<file path="config.mk">
export PLATFORM = sky130hd
export DESIGN_NAME = sleep_mode_ctrl
export DESIGN_NICKNAME = d
export VERILOG_FILES = /design/src/rtl/sleep_mode_pkg.sv /design/src/rtl/sleep_depth_sel.sv /design/src/rtl/sleep_state_fsm.sv /design/src/rtl/sleep_halt_ctrl.sv /design/src/rtl/sleep_mode_ctrl.sv
export SDC_FILE = /design/constraint.sdc
export NUM_CORES = 1
export LEC_CHECK = 0
export ABC_CLOCK_PERIOD_IN_PS = 2100
export BUFFER_PORTS_ARGS = -buffer_cell sky130_fd_sc_hd__buf_2
export CAP_MARGIN = 20
export CORE_AREA = 2 2 39 41
export DETAILED_ROUTE_END_ITERATION = 8
export DIE_AREA = 0 0 41 43
export HOLD_SLACK_MARGIN = 0.02
export PLACE_DENSITY = 0.47
export SYNTH_ARGS = -nofsm -noshare
export SYNTH_HDL_FRONTEND = slang
export SYNTH_HIERARCHICAL = 1
export SYNTH_SLANG_ARGS = --single-unit
</file>
<file path="constraint.sdc">
create_clock -name clk -period 2.1 [get_ports clk]
set_input_delay 0.63 -clock clk [delete_from_list [all_inputs] [get_ports clk]]
set_output_delay 0.63 -clock clk [all_outputs]
set_load 0.03 [all_outputs]
</file>
<file path="src/rtl/sleep_mode_pkg.sv">
// Package: shared power-state encoding for the sleep mode controller.
package sleep_mode_pkg;
    typedef enum logic [1:0] {
        PS_RUN   = 2'd0,
        PS_LIGHT = 2'd1,
        PS_DEEP  = 2'd2,
        PS_STBY  = 2'd3
    } pwr_state_e;
endpackage

</file>
<file path="src/rtl/sleep_depth_sel.sv">
// Module: sleep_depth_sel
// Picks the sleep depth from the standby bits of the two control registers.
// The first register's bit has priority over the second's.
// Assumes both registers are stable while a sleep request is sampled.
module sleep_depth_sel
    import sleep_mode_pkg::*;
#(
    parameter int CTL_W    = 8,
    parameter int STBY_BIT = 7
) (
    input  logic [CTL_W-1:0] ctl_a,
    input  logic [CTL_W-1:0] ctl_b,
    output pwr_state_e       depth
);
    // Priority decode of the two standby bits
    always_comb begin
        if (ctl_a[STBY_BIT])      depth = PS_STBY;
        else if (ctl_b[STBY_BIT]) depth = PS_DEEP;
        else                      depth = PS_LIGHT;
    end
endmodule

</file>
<file path="src/rtl/sleep_state_fsm.sv">
// Module: sleep_state_fsm
// Holds the power state. A sleep request is taken only while running.
// A pending interrupt wakes the core from any sleep depth.
// The wake pulse is registered so that it lines up with the first running cycle.
module sleep_state_fsm
    import sleep_mode_pkg::*;
(
    input  logic       clk,
    input  logic       rst_n,
    input  logic       sleep_req,
    input  logic       irq_pend,
    input  pwr_state_e depth,
    output pwr_state_e state,
    output logic       wake
);
    pwr_state_e state_nxt;
    logic       wake_nxt;

    // Next-state decision: enter the chosen depth, or wake on interrupt
    always_comb begin
        state_nxt = state;
        wake_nxt  = 1'b0;
        if (state == PS_RUN) begin
            if (sleep_req) state_nxt = depth;
        end else if (irq_pend) begin
            state_nxt = PS_RUN;
            wake_nxt  = 1'b1;
        end
    end

    // State and wake pulse registers, with synchronous reset
    always_ff @(posedge clk) begin
        if (!rst_n) begin
            state <= PS_RUN;
            wake  <= 1'b0;
        end else begin
            state <= state_nxt;
            wake  <= wake_nxt;
        end
    end
endmodule

</file>
<file path="src/rtl/sleep_halt_ctrl.sv">
// Module: sleep_halt_ctrl
// Derives the peripheral halt enables from the power state.
// Standby spends one catch-up cycle before the timer and serial halts rise.
// Deep sleep halts only the DMA engine.
// Assumes the state comes from sleep_state_fsm, clocked on the same edge.
module sleep_halt_ctrl
    import sleep_mode_pkg::*;
(
    input  logic       clk,
    input  logic       rst_n,
    input  pwr_state_e state,
    input  logic       irq_pend,
    output logic       catchup,
    output logic       halt_ts,
    output logic       halt_dma
);
    // Timer/serial halt rises after one standby cycle and drops on wake
    always_ff @(posedge clk) begin
        if (!rst_n) halt_ts <= 1'b0;
        else        halt_ts <= (state == PS_STBY) && !irq_pend;
    end

    // Catch-up strobe in the first standby cycle; DMA halt follows deep sleep
    always_comb begin
        catchup  = (state == PS_STBY) && !halt_ts;
        halt_dma = (state == PS_DEEP);
    end
endmodule

</file>
<file path="src/rtl/sleep_mode_ctrl.sv">
// Module: sleep_mode_ctrl (top)
// Low-power sleep mode controller: picks the sleep depth, tracks the state,
// drives the peripheral halts, grants timed events while asleep and pulses on wake.
// Assumes sleep_req is a single-cycle strobe from the core.
module sleep_mode_ctrl
    import sleep_mode_pkg::*;
#(
    parameter int CTL_W    = 8,
    parameter int STBY_BIT = 7
) (
    input  logic             clk,
    input  logic             rst_n,
    input  logic             sleep_req,
    input  logic [CTL_W-1:0] stby_ctl_a,
    input  logic [CTL_W-1:0] stby_ctl_b,
    input  logic             irq_pend,
    input  logic             evt_pend,
    output logic [1:0]       pwr_state,
    output logic             catchup_ts,
    output logic             halt_timer,
    output logic             halt_serial,
    output logic             halt_dma,
    output logic             evt_service,
    output logic             wake_pulse
);
    pwr_state_e depth;
    pwr_state_e state;
    logic       halt_ts;

    sleep_depth_sel #(.CTL_W(CTL_W), .STBY_BIT(STBY_BIT)) u_depth (
        .ctl_a (stby_ctl_a),
        .ctl_b (stby_ctl_b),
        .depth (depth)
    );

    sleep_state_fsm u_fsm (
        .clk       (clk),
        .rst_n     (rst_n),
        .sleep_req (sleep_req),
        .irq_pend  (irq_pend),
        .depth     (depth),
        .state     (state),
        .wake      (wake_pulse)
    );

    sleep_halt_ctrl u_halt (
        .clk      (clk),
        .rst_n    (rst_n),
        .state    (state),
        .irq_pend (irq_pend),
        .catchup  (catchup_ts),
        .halt_ts  (halt_ts),
        .halt_dma (halt_dma)
    );

    // Output mapping; timed events are granted only while asleep
    always_comb begin
        pwr_state   = state;
        halt_timer  = halt_ts;
        halt_serial = halt_ts;
        evt_service = evt_pend && (state != PS_RUN);
    end
endmodule

</file>
Word-level counts from Yosys, hierarchy flattened:

Cells that the tools add are included.

* output and inout bits: 8
* logic and storage cells: 23
* bits of input ports: 21
* register bits after elaboration: 4

* equal/unequal tests: 3
* bitwise gates (word level): 1
* mux-type cells: 6
* reductions and logical operators: 10

Operator list (count)
* 2-bit two-way mux: 5
* 2-bit equality test, second input constant: 2
* 2-bit nonzero test: 2
* 1-bit logical AND: 3
* 1-bit logical NOT: 2
* 2-bit logical NOT: 1
* 2-bit != test, second input constant: 1
* 2-bit AND reduction: 1
* 2-bit OR reduction: 1
* 1-bit two-way mux: 1
* 1-bit inverter: 1

Depth between registers and ports, before layout:

* word-level depth: 4
* depth in mapped cells: 3
* depth with buffers taken out: 3

Cells and area by module:

The synthesis kept the hierarchy.

By module, submodules not included
* sleep_state_fsm: cells each 10, area an instance 122.6 sq um, instances 1, sequential area each 60.1 sq um
* sleep_halt_ctrl: cells each 4, area an instance 48.8 sq um, instances 1, sequential area each 20.0 sq um
* sleep_mode_ctrl: cells each 2, area an instance 15.0 sq um, instances 1, sequential area each 0.0 sq um
* sleep_depth_sel: cells each 2, area an instance 12.5 sq um, instances 1, sequential area each 0.0 sq um

Worst setup path after synthesis:

Ideal clock, no wire load.

* path type: reg2out
* start: register u_fsm.state[1]
* end: output evt_service
* stages on the path, launching flop included: 2
* data required time: 1470 ps
* slack: 550 ps
* arrival time: 920 ps
* cells stage by stage: dfxtp_1 o21a_1

* cells in the longest elaborated chain, start to end: 2

Ends and longest elaborated chain
* from (decl): line sleep_state_fsm.sv:13 `output pwr_state_e state,`
* from (signal assigned): line sleep_state_fsm.sv:37 `state <= state_nxt;`
* 2-bit nonzero test: line sleep_mode_ctrl.sv:61 `evt_service = evt_pend && (state != PS_RUN);`
* 1-bit logical AND: line sleep_mode_ctrl.sv:61
* to (decl): line sleep_mode_ctrl.sv:23 `output logic evt_service,`

Every way passes these cells.

Worst setup path after layout:

* start: register u_fsm.state[0]
* end: output halt_dma

* cells in the longest elaborated chain, start to end: 1

Ends and longest elaborated chain
* 2-bit equality test: line sleep_halt_ctrl.sv:26 `halt_dma = (state == PS_DEEP);`
* to (decl): line sleep_mode_ctrl.sv:22 `output logic halt_dma,`

Every way passes these cells.

==> results_dict.tcl <==
set metrics [dict create \
    result_of_the_run "completed" \
    worst-setup-path-type "flip-flop to primary output" \
    power.net_switching_mw 0.06071 \
    die_w_um 41 \
    io_pins 29 \
    antenna_found_initial 0 \
    synth_flop_cell "dfxtp_1" \
    timing.critical_path.buf_inv 1 \
    rows 14 \
    yosysUniqueCellTypes 11 \
    placeableCoreArea_mm2 0.001384 \
    post_cts.resized_instances 0 \
    route.final.wire_length_um 431 \
    synth_top_cell_by_area "dfxtp_1" \
    crit_fanout 9 \
    areaGrowthSynthToFinish_pct 52.83 \
    pwr-share-comb_pct 19.4 \
    numCtsBuffers 3 \
    worst_setup_slack_final_ps 382.6 \
    finalWeightedCongestion 0.5519 \
    drc 0 \
    insertion_delay_ps 230 \
    fin_worst_skew_ps 0.3670 \
    drtIter0Drc 1 \
    critPathSlowestCell "dfxtp_1" \
    timing_max_transition_violations_final 0 \
    place_worst_setup_slack_ps 486.4 \
    die_height_um 43 \
    dr_vias 192 \
    period_minus_slack_ps 1717 \
    number_of_i_o_port_buffers 14 \
    synth-edff-count 0 \
    hold_viol_final 0 \
    yosys.cell_count.top_type "dfxtp_1" \
    grt-ovfl-total 0 \
    cp_cell_sequence "and2b_2 > buf_2" \
    avgRoutedWirePerCell_um 8.620 \
    yosys_warnings 6 \
    synthesis.area_um2 198.9 \
    pwr-share-seq_pct 38.6 \
    initial_core_utilization_pct 14.38 \
    netlist_top_cells_area "dfxtp_1, and4bb_1, o21a_1" \
    fin_crit_sh_pct 81.78 \
    largest_net_degree_at_the_start_of_global_routing 10 \
    detail_route.first_pass.iterations 2 \
    via_per_inst 3.840 \
    drv.max_cap_violation_count 0 \
    synth.net_count 39 \
    synthesis.instances 18 \
    kind_of_end_point_of_the_critical_path "primary output" \
    worst_ep_required_time_ps 1470 \
    setup-tns-final_ps 0 \
    grt.total_usage_pct 6.212 \
    netSwitchingFraction_pct 27.02 \
    clk_pin_slew_ps 40 \
    most_common_library_cells_after_synthesis "dfxtp_1, o21a_1, and4bb_1, nor2b_1" \
    cts-root-buf "clkbuf_4" \
    clockPowerShare_pct 41.9 \
    async_flop_share_pct 0 \
    cts.repair_timing.setup_buffer_count 0 \
    ctsLongestPathBuffers 2 \
    slew_hr_pct 82.71 \
    grt_setup_unrepaired "false" \
    cts_tree "built" \
    syn-mean-instance-area_um2 11.05 \
    die_area_mm2 0.001763 \
    postSynthRegisterBits 4 \
    cts_hold_buf 0 \
    internal_power_mw 0.1640 \
    sinks_on_clock_net 4 \
    critPathLaunchType "flip-flop" \
    synth_seq_area_share_pct 40.25 \
    worst_slew_pin_slew_ps 258.9 \
    synth_largest_type_area_fraction_pct 40.25 \
    powerDensity_mw_per_mm2 739.0 \
    max_clock_freq_ghz 0.5823 \
    worst_path_largest_cell_delay_ps 450 \
    diodes 0 \
    layout-drive-gt1-share_pct 55.88 \
    finalNetCount 57 \
    hold_path.class "flip-flop to flip-flop" \
    number_of_global_route_vias_before_repair 208 \
    drtAntennaViolNets 0 \
    cts.htree.levels 1 \
    critical-path-top-delay-family "flip-flops" \
    worstPathArrival_ps 1090 \
    finalSetupViolCount 0 \
    cellLeakagePower_nw 0.1707 \
    ir_drop_uv 128.9 \
    wire_length_of_the_first_global_routing_pass_um 731 \
]
-- worst reg2reg max path, cell delays in order, from the launching register on --
cell,delay (ps)
dfxtp_1,450
and4bb_1,250
o21a_1,170
-- area by class of cell --
class,instances,area (µm²)
clock buffer,3,22.52
fill,165,1080
multi-input combinational,13,111.4
sequential,4,80.08
tap,16,20.02
timing repair buffer,14,70.07
-- per-stage QoR --
stage               cell area, µm²  std cells  power, mW  utilization, %  hold WS [ps]
finish                       304.0         50     0.2247           21.97         633.4
detailed placement           281.5         47     0.1323           20.34         626.4
global placement             281.5         47     0.1325           20.34         630.4
floorplan                    198.9         18     0.1155               -         720.4
global route                 304.0         50     0.2342           21.97         669.6
CTS                          304.0         50     0.2295           21.97         628.8
-- sequential cells by signal (all words and copies together) (netlist names) --
signal          count
u_fsm/state         2
u_fsm/wake          1
u_halt/halt_ts      1
-- power groups by stage --
stage                     sequential [mW]  combinational, mW  clock, mW
after floorplan                    0.0943             0.0212          0
after global placement             0.0882             0.0442          0
after detailed placement           0.0880             0.0442          0
after CTS                          0.0868             0.0443     0.0984
after global routing               0.0883             0.0477     0.0982
final                              0.0868             0.0437     0.0942
-- logic make-up (layout without fill, tap and decap cells) --
logic type,Yosys count,after routing,share of synthesized area [%]
simple gates,9,9,39.62
buf+inv,1,17,3.775
compound gates,4,4,16.35
flops,4,4,40.25
-- layer usage --
| metal | up-vias | GRT usage [%] | wire length [µm] |
|---|---|---|---|
| li1 | 98 | - | - |
| met1 | 89 | 5.751 | 171 |
| met2 | 5 | 10.00 | 238 |
| met3 | 0 | 0 | 21 |
| met4 | 0 | 8.000 | 0 |
| met5 | - | 0 | 0 |
-- path summary, 6_finish.rpt --
kind         slack, ps  cells after the start                          end                        start
max                380                      2                     halt_dma  u_fsm/state[0]$_SDFFE_PN0P_
min                630                      1    u_halt/halt_ts$_SDFF_PN0_  u_fsm/state[1]$_SDFFE_PN0P_
max reg2reg       1110                      2  u_fsm/state[0]$_SDFFE_PN0P_  u_fsm/state[1]$_SDFFE_PN0P_
min reg2reg        630                      1    u_halt/halt_ts$_SDFF_PN0_  u_fsm/state[1]$_SDFFE_PN0P_
-- cell usage in the layout (no fill, tap or decap) --
cell type / instances
buf_2: 14
dfxtp_1: 4
o21a_1: 3
clkbuf_4: 3
and4bb_1: 2
nor2b_1: 2
nand2b_1: 1
or2_1: 1
o211a_1: 1
and2b_2: 1
and3b_2: 1
and4b_1: 1
Power figures use the tool's default switching activity.
